==> src/rtl/iirp_pkg.sv <==
package iirp_pkg;
  // a^n in Q(fb) with a floor after each multiply
  function automatic int coef_pow(int a, int n, int fb);
    longint p;
    p = longint'(1) << fb;
    for (int i = 0; i < n; i++) p = (p * longint'(a)) >>> fb;
    return int'(p);
  endfunction
endpackage

==> src/rtl/iirp_incr_step.sv <==
module iirp_incr_step #(
  parameter int W   = 16,
  parameter int YW  = 20,
  parameter int A_Q = 24576
) (
  input  logic signed [YW-1:0] y_prev_i,
  input  logic signed [YW-1:0] u_i,
  output logic signed [YW-1:0] y_o
);
  localparam int FB = W - 1;
  localparam int PW = YW + W + 1;
  localparam logic signed [PW-1:0] COEF = PW'(A_Q);

  logic signed [PW-1:0] prod;

  always_comb begin
    prod = PW'(y_prev_i) * COEF;
    y_o  = YW'(prod >>> FB) + u_i;
  end
endmodule

==> src/rtl/iirp_loop_lane.sv <==
module iirp_loop_lane
  import iirp_pkg::*;
#(
  parameter int L   = 4,
  parameter int W   = 16,
  parameter int YW  = 20,
  parameter int A_Q = 24576
) (
  input  logic                 clk_i,
  input  logic                 rst_ni,
  input  logic                 valid_i,
  input  logic [L*W-1:0]       u_i,
  output logic signed [YW-1:0] state_o,
  output logic signed [YW-1:0] next_o
);
  localparam int FB = W - 1;
  localparam int AW = YW + W + $clog2(L) + 2;

  logic signed [AW-1:0] acc;
  logic signed [AW-1:0] full;
  logic signed [W-1:0]  u_last;

  // y(Lk+L) = a^L y(Lk) + sum a^(L-1-j) u(Lk+j)
  always_comb begin
    acc = AW'(state_o) * AW'(coef_pow(A_Q, L, FB));
    for (int j = 0; j < L - 1; j++)
      acc = acc + AW'(signed'(u_i[j*W +: W])) * AW'(coef_pow(A_Q, L - 1 - j, FB));
    u_last = signed'(u_i[(L-1)*W +: W]);
    full   = (acc >>> FB) + AW'(u_last);
    next_o = YW'(full);
  end

  always_ff @(posedge clk_i or negedge rst_ni) begin
    if (!rst_ni)      state_o <= '0;
    else if (valid_i) state_o <= next_o;
  end

  AST_STATE_HOLD: assert property (@(posedge clk_i) disable iff (!rst_ni)
    !valid_i |=> $stable(state_o));
  AST_LOOP_FITS: assert property (@(posedge clk_i) disable iff (!rst_ni)
    valid_i |-> (full == AW'(next_o)));
endmodule

==> src/rtl/iirp_block_filter.sv <==
module iirp_block_filter #(
  parameter int L    = 4,
  parameter int W    = 16,
  parameter int G    = 4,
  parameter int A_Q  = 24576,
  parameter bit PIPE = 1'b1
) (
  input  logic               clk_i,
  input  logic               rst_ni,
  input  logic               in_valid_i,
  input  logic [L*W-1:0]     u_i,
  output logic               out_valid_o,
  output logic [L*(W+G)-1:0] y_o
);
  localparam int YW  = W + G;
  localparam int H   = PIPE ? L / 2 : L;  // first lane after the midpoint register
  localparam int LAT = PIPE ? 2 : 1;

  logic signed [YW-1:0] u_x   [L-1];
  logic signed [YW-1:0] y_inc [L-1];
  logic signed [YW-1:0] s1_q  [L];
  logic signed [YW-1:0] lane_v[L];
  logic signed [YW-1:0] state, loop_next;
  logic                 s1_v;
  logic [L*YW-1:0]      y_d;

  iirp_loop_lane #(.L(L), .W(W), .YW(YW), .A_Q(A_Q)) u_loop (
    .clk_i   (clk_i),
    .rst_ni  (rst_ni),
    .valid_i (in_valid_i),
    .u_i     (u_i),
    .state_o (state),
    .next_o  (loop_next)
  );

  for (genvar i = 0; i < L - 1; i++) begin : g_step
    logic signed [YW-1:0] prev, uin;
    assign u_x[i] = YW'(signed'(u_i[i*W +: W]));
    if (i == 0)      begin : g_p0 assign prev = state;       end
    else if (i == H) begin : g_pm assign prev = s1_q[H-1];   end
    else             begin : g_pn assign prev = y_inc[i-1];  end
    if (i >= H) begin : g_ur assign uin = s1_q[i]; end
    else        begin : g_ud assign uin = u_x[i];  end
    iirp_incr_step #(.W(W), .YW(YW), .A_Q(A_Q)) u_step (
      .y_prev_i (prev),
      .u_i      (uin),
      .y_o      (y_inc[i])
    );
  end

  if (PIPE) begin : g_mid
    for (genvar i = 0; i < L; i++) begin : g_lane
      logic signed [YW-1:0] d;
      if (i < H)           begin : g_y  assign d = y_inc[i];  end
      else if (i == L - 1) begin : g_lp assign d = loop_next; end
      else                 begin : g_u  assign d = u_x[i];    end
      always_ff @(posedge clk_i or negedge rst_ni) begin
        if (!rst_ni)         s1_q[i] <= '0;
        else if (in_valid_i) s1_q[i] <= d;
      end
    end
    always_ff @(posedge clk_i or negedge rst_ni) begin
      if (!rst_ni) s1_v <= 1'b0;
      else         s1_v <= in_valid_i;
    end
  end else begin : g_flat
    for (genvar i = 0; i < L; i++) begin : g_lane
      if (i == L - 1) begin : g_lp assign s1_q[i] = loop_next; end
      else            begin : g_y  assign s1_q[i] = y_inc[i];  end
    end
    assign s1_v = in_valid_i;
  end

  for (genvar i = 0; i < L; i++) begin : g_out
    if (i < H || i == L - 1) begin : g_r assign lane_v[i] = s1_q[i];  end
    else                     begin : g_c assign lane_v[i] = y_inc[i]; end
  end

  always_comb
    for (int i = 0; i < L; i++) y_d[i*YW +: YW] = lane_v[i];

  always_ff @(posedge clk_i or negedge rst_ni) begin
    if (!rst_ni) begin
      out_valid_o <= 1'b0;
      y_o         <= '0;
    end else begin
      out_valid_o <= s1_v;
      if (s1_v) y_o <= y_d;
    end
  end

  AST_VALID_LATENCY: assert property (@(posedge clk_i) disable iff (!rst_ni)
    in_valid_i |-> ##LAT out_valid_o);
  AST_NO_SPURIOUS: assert property (@(posedge clk_i) disable iff (!rst_ni)
    !in_valid_i |-> ##LAT !out_valid_o);
  AST_OUT_HOLD: assert property (@(posedge clk_i) disable iff (!rst_ni)
    !out_valid_o |-> $stable(y_o));
endmodule

==> config.mk <==
export PLATFORM = sky130hd
export DESIGN_NAME = iirp_block_filter
export DESIGN_NICKNAME = d
export VERILOG_FILES = /design/src/rtl/iirp_pkg.sv /design/src/rtl/iirp_incr_step.sv /design/src/rtl/iirp_loop_lane.sv /design/src/rtl/iirp_block_filter.sv
export SDC_FILE = /design/constraint.sdc
export NUM_CORES = 1
export LEC_CHECK = 0
export ABC_AREA = 0
export BUFFER_PORTS_ARGS = -buffer_cell sky130_fd_sc_hd__buf_2
export CORE_ASPECT_RATIO = 1.4
export CORE_MARGIN = 3
export CORE_UTILIZATION = 55
export CTS_BUF_LIST = sky130_fd_sc_hd__clkbuf_8
export DETAILED_ROUTE_END_ITERATION = 7
export PLACE_DENSITY = 0.71
export SLEW_MARGIN = 20
export SYNTH_ARGS = -nofsm -noshare
export SYNTH_HDL_FRONTEND = slang
export SYNTH_SLANG_ARGS = --single-unit
==> constraint.sdc <==
create_clock -name clk_i -period 23.6 [get_ports clk_i]
set_input_delay 1.18 -clock clk_i [delete_from_list [all_inputs] [get_ports clk_i]]
set_output_delay 1.18 -clock clk_i [all_outputs]
set_load 0.1 [all_outputs]
Word level (Yosys, flattened, before mapping)
Index checks and enable logic that the tools add are counted.
- word-level logic and storage cells: 21
- output and inout bits: 81
- bits of input ports: 67
- register bits: 158
- $mul: 7
- add/sub/neg operators: 7
- operator list (kind ; number):
    adder 35 bit ; 3
    adder 20 x 16 -> 20 bit ; 4
    multiplier 20 x 3 -> 22 bit, second input constant ; 3
    multiplier 20 x 8 -> 28 bit, second input constant ; 1
    multiplier 16 x 6 -> 22 bit, second input constant ; 1
    multiplier 16 x 5 -> 21 bit, second input constant ; 1
    multiplier 16 x 3 -> 19 bit, second input constant ; 1

Depth between registers and ports, before layout
Gate-level depths: netlist of the first run.
- depth in word-level cells: 5
- gate-level depth with buffers: 37
- depth with buffers taken out: 37

Cells and area by module
A second synthesis of the first run with hierarchy kept.
- cells, all modules: 2036
- area, all modules: 20631.0 um2
- modules (own cells, without submodules) (module ; area each (um2) ; cells an instance ; times used ; seq. area each (um2)):
    iirp_loop_lane ; 8869.8 ; 982 ; 1 ; 500.5
    iirp_block_filter ; 5993.2 ; 331 ; 1 ; 3953.8
    iirp_incr_step at g_step[1].u_step ... ; 1924.3 ; 241 ; 2 ; 0.0
    iirp_incr_step at g_step[0].u_step ; 1919.3 ; 241 ; 1 ; 0.0

Worst setup path after synthesis of the first run
OpenSTA, ideal clock, no wires.
- kind: input to register
- start point: input u_i[1]
- end point: register s1_q (netlist bit lane_v[19])
- required time: 23519 ps
- library setup time: 81 ps
- cell stages on the path: 31
- setup slack: 15280 ps
- arrival: 8239 ps
- path buffers: 0
- cell sequence: ha_1 > inv_1 > fa_1 > fa_1 > inv_1 > ha_1 > a21oi_1 > o21bai_1 > a21oi_1 > o21bai_1 > a21oi_1 > o21bai_1 > a21oi_1 > o21ai_0 > o311a_1 > fa_1 > fa_1 > inv_1 > ha_1 > a21o_1 > a221o_1 > a21oi_1 > nor2b_1 > o31a_1 > ha_1 > nand2_1 > o21a_1 > o21ai_0 > xor2_1 > xnor3_1 > mux2i_1
- longest elaborated chain between the ends: 5
- RTL lines (element ; line ; text):
    from (decl) ; iirp_block_filter.sv:11 ; input logic [L*W-1:0] u_i,
    multiplier 16 x 6 -> 22 bit ; iirp_loop_lane.sv:27 ; acc = acc + AW'(signed'(u_i[j*W +: W])) * AW'(coef_pow(A_Q, L - 1 - j, FB));
    adder 35 bit (3 in a row) ; iirp_loop_lane.sv:27 ;
    adder 20 x 16 -> 20 bit ; iirp_loop_lane.sv:29 ; full = (acc >>> FB) + AW'(u_last);
    to (signal, indexed assignment) ; iirp_block_filter.sv:58 ; if (!rst_ni) s1_q[i] <= '0;
    to (signal, indexed assignment) ; iirp_block_filter.sv:59 ; else if (in_valid_i) s1_q[i] <= d;
    to (decl) ; iirp_block_filter.sv:21 ; logic signed [YW-1:0] s1_q [L];
Every way passes these cells.
A chain may end at the register's enable or synchronous reset.

Final worst setup path of the first run
Same ends and word-level chain as after synthesis.

==> results of run 1 <==
synthesized netlist by cell type, types with 5 or more instances:
cell type  number
xor2_1         58
ha_1          377
nand2b_1       25
and2_1          9
o21ai_1         6
nand3_1        36
a41oi_1         9
a31o_2          5
clkbuf_1       19
a211o_1         8
inv_1         231
and3_1         13
nand4_1        10
or3_1          10
or2_2           9
a31oi_1        12
a21boi_0        9
o211ai_1        6
o2111ai_1       9
mux2_2        131
nand2_1        80
fa_1           94
dfrtp_1       158
o21a_1         19
o21ai_0        77
o31ai_1         7
nand3b_1        7
xnor2_1       137
a211oi_1       17
nor2_1         78
o41ai_1         5
a21oi_1       130
nor2b_1        27
mux2i_1         5
o21bai_1       36
a21o_1         57
nor3_1         39
sequential cells by signal (all words and copies together), names as in the netlist:
signal	count
out_valid_o	1
y_o	80
lane_v	40
g_step.prev	20
g_step.uin	16
s1_v	1
final cells by class:
class / instances / area share [%]
Multi-Input combinational cell: 1607 / 68.83
Sequential cell: 158 / 18.64
Inverter: 232 / 4.101
Timing Repair Buffer: 150 / 3.612
Tap cell: 456 / 2.687
Clock buffer: 17 / 1.102
Clock inverter: 15 / 1.008
Antenna cell: 2 / 0.02357
cell families (layout without fill, tap and decap cells):
group,after synthesis,in the layout,synth area share (%)
flops,158,158,20.26
xor+xnor,197,197,8.982
mux,137,137,7.873
fa+ha+maj,471,471,33.81
simple gates,351,351,8.848
buf+inv,252,414,4.847
other cells,0,2,0
compound gates,451,451,15.37
layout by cell type (no fill, tap or decap), types with 6 or more instances in the layout:
| cell type | instances |
|---|---|
| ha_1 | 377 |
| inv_1 | 231 |
| dfrtp_1 | 157 |
| buf_2 | 145 |
| xnor2_1 | 137 |
| mux2_2 | 131 |
| a21oi_1 | 130 |
| fa_1 | 94 |
| nand2_1 | 80 |
| nor2_1 | 78 |
| o21ai_0 | 77 |
| xor2_1 | 58 |
| a21o_1 | 57 |
| nor3_1 | 39 |
| o21bai_1 | 36 |
| nand3_1 | 36 |
| nor2b_1 | 27 |
| nand2b_1 | 25 |
| o21a_1 | 19 |
| a211oi_1 | 17 |
| clkbuf_8 | 17 |
| and3_1 | 13 |
| a31oi_1 | 12 |
| nand4_1 | 10 |
| or3_1 | 10 |
| a21boi_0 | 9 |
| a41oi_1 | 9 |
| or2_2 | 9 |
| o2111ai_1 | 9 |
| and2_1 | 9 |
| a211o_1 | 8 |
| o31ai_1 | 7 |
| nand3b_1 | 7 |
| o21ai_1 | 6 |
| o211ai_1 | 6 |
stage by stage:
stage / utilization, % / cell area [sq um] / std cells / hold WS, ps
after detailed placement: 59.43 / 20780 / 2603 / 473.5
after global placement: 59.43 / 20780 / 2603 / 461.4
after CTS: 60.72 / 21230 / 2635 / 497.8
after floorplan: - / 19520 / 2017 / 351.9
after global routing: 60.72 / 21230 / 2635 / 513.9
final: 60.73 / 21240 / 2637 / 499.9
critical path: cells and delay by family:
family	cells	cell delay [ps]
AND/OR/NAND/NOR	4	360
multiplexers	1	130
XOR/XNOR	4	820
buffers and inverters	4	280
adder cells (fa/ha/maj)	8	3400
AO/OA/AOI/OAI	17	3190
metal layers:
layer	track usage (%)	routed length (microns)	up-vias
li1	-	-	7447
met1	31.33	20100	7506
met2	51.19	27220	335
met3	2.937	1604	114
met4	12.35	2496	2
met5	0	11	-
path summary, 6_finish.rpt:
path                                 from                  to  slack (ps)  cells after the start
max in group asynchronous          rst_ni                s1_v       21350                      2
min in group asynchronous          rst_ni             y_o[52]         730                      1
worst min-delay path              y_o[54]             y_o[54]         500                      1
worst max-delay path               u_i[1]          lane_v[19]       14690                     38
worst min register to register    y_o[54]             y_o[54]         500                      1
worst max register to register  lane_v[2]  g_step[2].prev[19]       14870                     34
==> summary.txt, run 1 <==
Placed design
  – RePlAce Congestion: around 0.95
  – Detailed placement HPWL: about 43000 microns
  – Post-place setup slack: 14180 ps
  – I/O Buffers: 147

Clock network
  – Htree depth: 4
  – CTS sink cnt: around 160
  – Num CTS Buffers: 17
  – Worst-Skew Late Latency: 520 ps
  – Post-CTS Setup Repair Bufs: 0
  – Longest Clk Path Bufs: 2
  – CTS resizes: 0
  – Clk root buf: clkbuf_8
  – Worst-path clk slew: about 100 ps
  – Cts hold-fix bufs: 0
  – TritonCTS clock tree: built

Logic synthesis
  – Yosys cell types: 70
  – Fraction of registers with async set/reset: 100.0%
  – Seq/Total Area, Yosys: 20.26%
  – Top cell type's share of synthesized area: between 20% and 30%
  – Post-synth EDFFs: 0
  – Synthesized area per cell: 9.675 sq um
  – Yosys warns: 0
  – Synthesis-stage register bit count: roughly 160
  – Largest area contributor in the netlist: ha_1
  – Syn Inst Count: slightly above 2k
  – Post-Synthesis Net Count: between 2k and 3k
  – Post-Syn Area: approximately 0.020 sq mm
  – Most used DFF post-synth: dfrtp_1
  – Synth top area cells: ha_1 (24%), dfrtp_1 (20%), fa_1 (9.6%)

Floorplan
  – Die height: approximately 230 microns
  – Core Rows: 81
  – I/O pins: around 150
  – Starting Density: between 50% and 60%
  – Die footprint: approximately 0.038 sq mm
  – Core box area: roughly 0.035 sq mm
  – Die W: approximately 170 microns

Routing
  – Via count of the routed design: ~15k
  – DRC: 0
  – Wire per inst: ~20 microns
  – Vias per cell: around 5.8
  – DR pass1 iterations: 5
  – DRT antenna net count: 0
  – Starting DRT DRC Count: between 600 and 700
  – Wirelength, routed: 51430 microns

STA
  – Minimum clock period: around 8900 ps
  – Setup TNS: 0 ps
  – Final Max Tran Viols: 0
  – Skew final: ~27 ps
  – FMAX: between 0.1 and 0.15 GHz
  – RSZ-0062 raised after global routing: no
  – Final Cycle Share: between 30% and 40%
  – Worst slew pin tran: around 900 ps
  – Rel. slew slack: around two fifths
  – Setup ws final: around 15000 ps
  – # setup viols final: 0
  – Fin. Hold Viols: 0

Finish
  – Nets: 2704
  – FF/Latch Area: 0.003958 sq mm
  – Layout cell share with drive strength beyond 1: between 10% and 20%
  – Fill cells: a little over 3k
  – Area of the multi-input gates: about 0.015 sq mm
  – Area Overhead vs Synth: 8.816%

Setup path
  – Path type of the worst setup path: input pin to flip-flop
  – Critical Path Fanout Max: 5
  – Max incr delay on CP: roughly 550 ps
  – Arrival @ worst endpoint: a little over 9000 ps
  – Critical Path RT: roughly 24000 ps
  – CP endpoint kind: flip-flop
  – Most used cell, CP: a21oi_1
  – Nature of the critical path startpoint: input pin
  – Slowest-stage cell, CP: fa_1

Job
  – MaxCap Viol Count: 0

GRT
  – Vias in the first global route: around 16k
  – Overall Global Routing Usage: roughly 28%
  – Largest net degree at the start of global routing: 89
  – Antenna violations before repair: 2
  – GRT overflow: 0
  – First-pass GRT wire length: approximately 80000 microns

Status
  – Status: complete, no violations

Hold path
  – Worst Hold Class: flip-flop to flip-flop
Power of run 1 is not shown: default switching activity piles up to over one toggle a cycle in this logic, so the estimate is an artifact.
==> run 2, diff against run 1 <==
Settings changed: ABC_AREA 0 to 1, PLACE_DENSITY 0.71 to 0.74.
Clock period 23.6 ns to 7.2 ns, I/O delays scaled along.
==> run 2 against run 1 <==
Effect of this change:
- count of clock-buffer cells in the layout stayed put
- register-to-register slack got worse by 15000 ps
- global-route usage grew 4.0 points
- sequential share of layout area is 3.4 points lower
- hold slack lost 420 ps
- sequential cell count is the same
- utilization is 9.9 points higher
- via count up 33%
- first-iteration DRC count rose by 53%
- highest routed layer is now met4
- clock skew shrank 7.1 ps
- die area up 6.3%
- routed wire length up 29%
==> summary.txt, run 2 <==
Routing
  – DRC: 0 (unchanged)
  – Starting DRT DRC Count: 1048 (+53%)
  – Via count of the routed design: 20.43k (+33%)
  – DR pass1 iterations: 5 (unchanged)
  – Wirelength, routed: 66360 microns (+29%)
  – DRT antenna net count: 0 (unchanged)
  – Vias per cell: 5.548 (-5.0%)
  – Wire per inst: 18.02 microns (-7.6%)

Setup path
  – Delay-heaviest family, CP: adder cells
  – CP endpoint kind: flip-flop
  – Path type of the worst setup path: flip-flop to flip-flop
  – Critical Path Fanout Max: 4 (-1)
  – Critical Path RT: 7670 ps (-16350 ps)
  – Buf/Inv on CP: 3 (-1)
  – Arrival @ worst endpoint: 7610 ps (-1720 ps)
  – Nature of the critical path startpoint: flip-flop
  – Slowest-stage cell, CP: fa_1
  – Max incr delay on CP: 570 ps (+20 ps)

Job
  – MaxCap Viol Count: 0 (unchanged)

STA
  – FMAX: roughly 0.14 GHz
  – Skew final: 20.27 ps (-7.105 ps)
  – Worst slew pin tran: 899.2 ps (+3.581 ps)
  – RSZ-0062 raised after global routing: yes
  – Fin. Hold Viols: 0 (unchanged)
  – Rel. slew slack: 40.05% (-0.24 points)
  – # setup viols final: 0 (unchanged)
  – Hold_ws: 84.05 ps (-415.8 ps)
  – Final Max Tran Viols: 0 (unchanged)
  – Final Cycle Share: ~99%
  – Setup ws final: 53.43 ps (-14630 ps)
  – Minimum clock period: between 7000 and 8000 ps

GRT
  – Vias in the first global route: 20.02k (+27%)
  – GRT overflow: 0 (unchanged)
  – Antenna violations before repair: 2 (unchanged)
  – First-pass GRT wire length: 100700 microns (+23%)
  – Largest net degree at the start of global routing: 87 (-2.2%)
  – Overall Global Routing Usage: 31.61% (+4.0 points)

Logic synthesis
  – Yosys cell types: 56 (-20%)
  – Synth top area cells: ha_1 (23%), dfrtp_1 (19%), nand2_1 (12%)
  – Top-count cell post-synth: nand2_1
  – Top cell type's share of synthesized area: 22.70% (-1.5 points)
  – Post-synth top cells: nand2_1 (676), ha_1 (377), inv_1 (351)
  – Seq/Total Area, Yosys: 19.03% (-1.2 points)
  – Post-Syn Area: 0.02078 sq mm (+6.5%)
  – Yosys warns: 0 (unchanged)
  – Post-Synthesis Net Count: 3259 (+28%)
  – Synthesis-stage register bit count: 158 (unchanged)
  – Syn Inst Count: 2721 (+35%)
  – Synthesized area per cell: 7.636 sq um (-21%)
  – Post-synth EDFFs: 0 (unchanged)
  – Most used DFF post-synth: dfrtp_1
  – Fraction of registers with async set/reset: 100.0% (unchanged)
  – Largest area contributor in the netlist: ha_1

Placed design
  – Detailed placement HPWL: 53680 microns (+25%)
  – Post-place setup slack: -557.9 ps (-14740 ps)
  – I/O Buffers: 147 (unchanged)
  – RePlAce Congestion: 1.010 (+6.6%)

Clock network
  – Clk root buf: clkbuf_8
  – TritonCTS clock tree: built
  – Worst-path clk slew: 110 ps (about the same)
  – Worst-Skew Late Latency: 530 ps (about the same)
  – Htree depth: 4 (unchanged)
  – CTS sink cnt: 158 (unchanged)
  – Longest Clk Path Bufs: 2 (unchanged)
  – Num CTS Buffers: 17 (unchanged)

Finish
  – Area Overhead vs Synth: 25.61%
  – Top reg by flops: y_o
  – Layout cell share with drive strength beyond 1: 23.59% (+7.9 points)
  – Final Util: 70.60% (+9.9 points)
  – Nets: 3738 (+38%)
  – Fill cells: 3055 (-1.4%)
  – Most frequent cells in the layout: nand2_1 (664), buf_4 (341), inv_1 (339)
  – Commonest non-fill, non-tap cell in the layout: nand2_1
  – Max reg flops: 80 (unchanged)

Floorplan
  – Starting Density: 56.20% (+0.39 points)
  – Die height: 236.0 microns (+3.1%)
  – I/O pins: 148 (unchanged)
  – Die footprint: 0.04018 sq mm (+6.3%)
  – Core box area: 0.03697 sq mm (+5.7%)
  – Core Rows: 83 (+2.5%)
  – Die W: 170.3 microns (+3.1%)

Status
  – Status: complete, no violations

Hold path
  – Worst Hold Class: input pin to flip-flop
## run 2: cell count changes after synthesis, moves of 27 or more
| cell | previous run | this run |
|---|---|---|
| a21o_1 | 57 | 17 |
| inv_1 | 231 | 351 |
| nor2_1 | 78 | 120 |
| xnor2_1 | 137 | 73 |
| o21ai_0 | 77 | 145 |
| nand3_1 | 36 | 89 |
| xor2_1 | 58 | 121 |
| mux2_2 | 131 | 0 |
| nor2b_1 | 27 | 0 |
| nand2_1 | 80 | 676 |
| a21oi_1 | 130 | 225 |
## run 2: worst paths after layout
kind                       cells past startpoint                end  slack (ps)       from
max reg2reg                                   33         lane_v[19]          50  lane_v[3]
max in group asynchronous                      3               s1_v        5210     rst_ni
min in group asynchronous                      2            y_o[53]         510     rst_ni
min                                            3  g_step[2].uin[10]          80    u_i[42]
max                                           33         lane_v[19]          50  lane_v[3]
min reg2reg                                    2            y_o[37]         470    y_o[37]
## run 2: repair_timing
item | in CTS | in global routing
pin swaps | 13 | 98
setup endpoints to repair | 8 | 19
hold endpoints to repair | 85 | 0
resized for setup | 26 | 179
setup buffers | 5 | 30
hold buffers | 1 | 0
## run 2: final cells by class
class                           count  area [sq um]  share of cell area [%]
Antenna cell                        2         5.005                 0.01918
Sequential cell                   158          3970                   15.21
Inverter                          356          1338                   5.125
Clock inverter                     15         182.7                  0.6999
Timing Repair Buffer              495          3406                   13.05
Multi-Input combinational cell   2172         16380                   62.76
Clock buffer                       17         234.0                  0.8965
Tap cell                          467         584.3                   2.239
## run 2: metal layers
layer  track usage, %  share of wire [%]  wire (microns)
met5                0                  0               0
met3            3.420                3.8            2489
met1            36.05                 39           25590
met2            57.26                 51           34140
met4            16.75                6.2            4136
## run 2: metrics by stage
step,setup TNS [ps],area [sq um],cells
2_1_floorplan,0,20790,2721
3_3_place_gp,-2679,24330,3612
4_1_cts,0,24920,3650
3_5_place_dp,-3745,24330,3612
6_report,0,26100,3682
5_1_grt,-1234,26100,3682
## run 2: worst min-delay path, stage by stage
cell and delay (ps):
buf_2 100, nand2_1 60, nand2_1 60
## run 2: cells by family (layout without fill, tap and decap cells)
group | Yosys count | count (layout) | synth area share [%]
compound gates | 520 | 520 | 13.99
xor+xnor | 195 | 195 | 8.256
fa+ha+maj | 471 | 471 | 31.76
buf+inv | 391 | 883 | 7.208
flops | 158 | 158 | 19.03
other cells | 0 | 2 | 0
simple gates | 986 | 986 | 19.76
Power of run 2 is left out for the same reason.
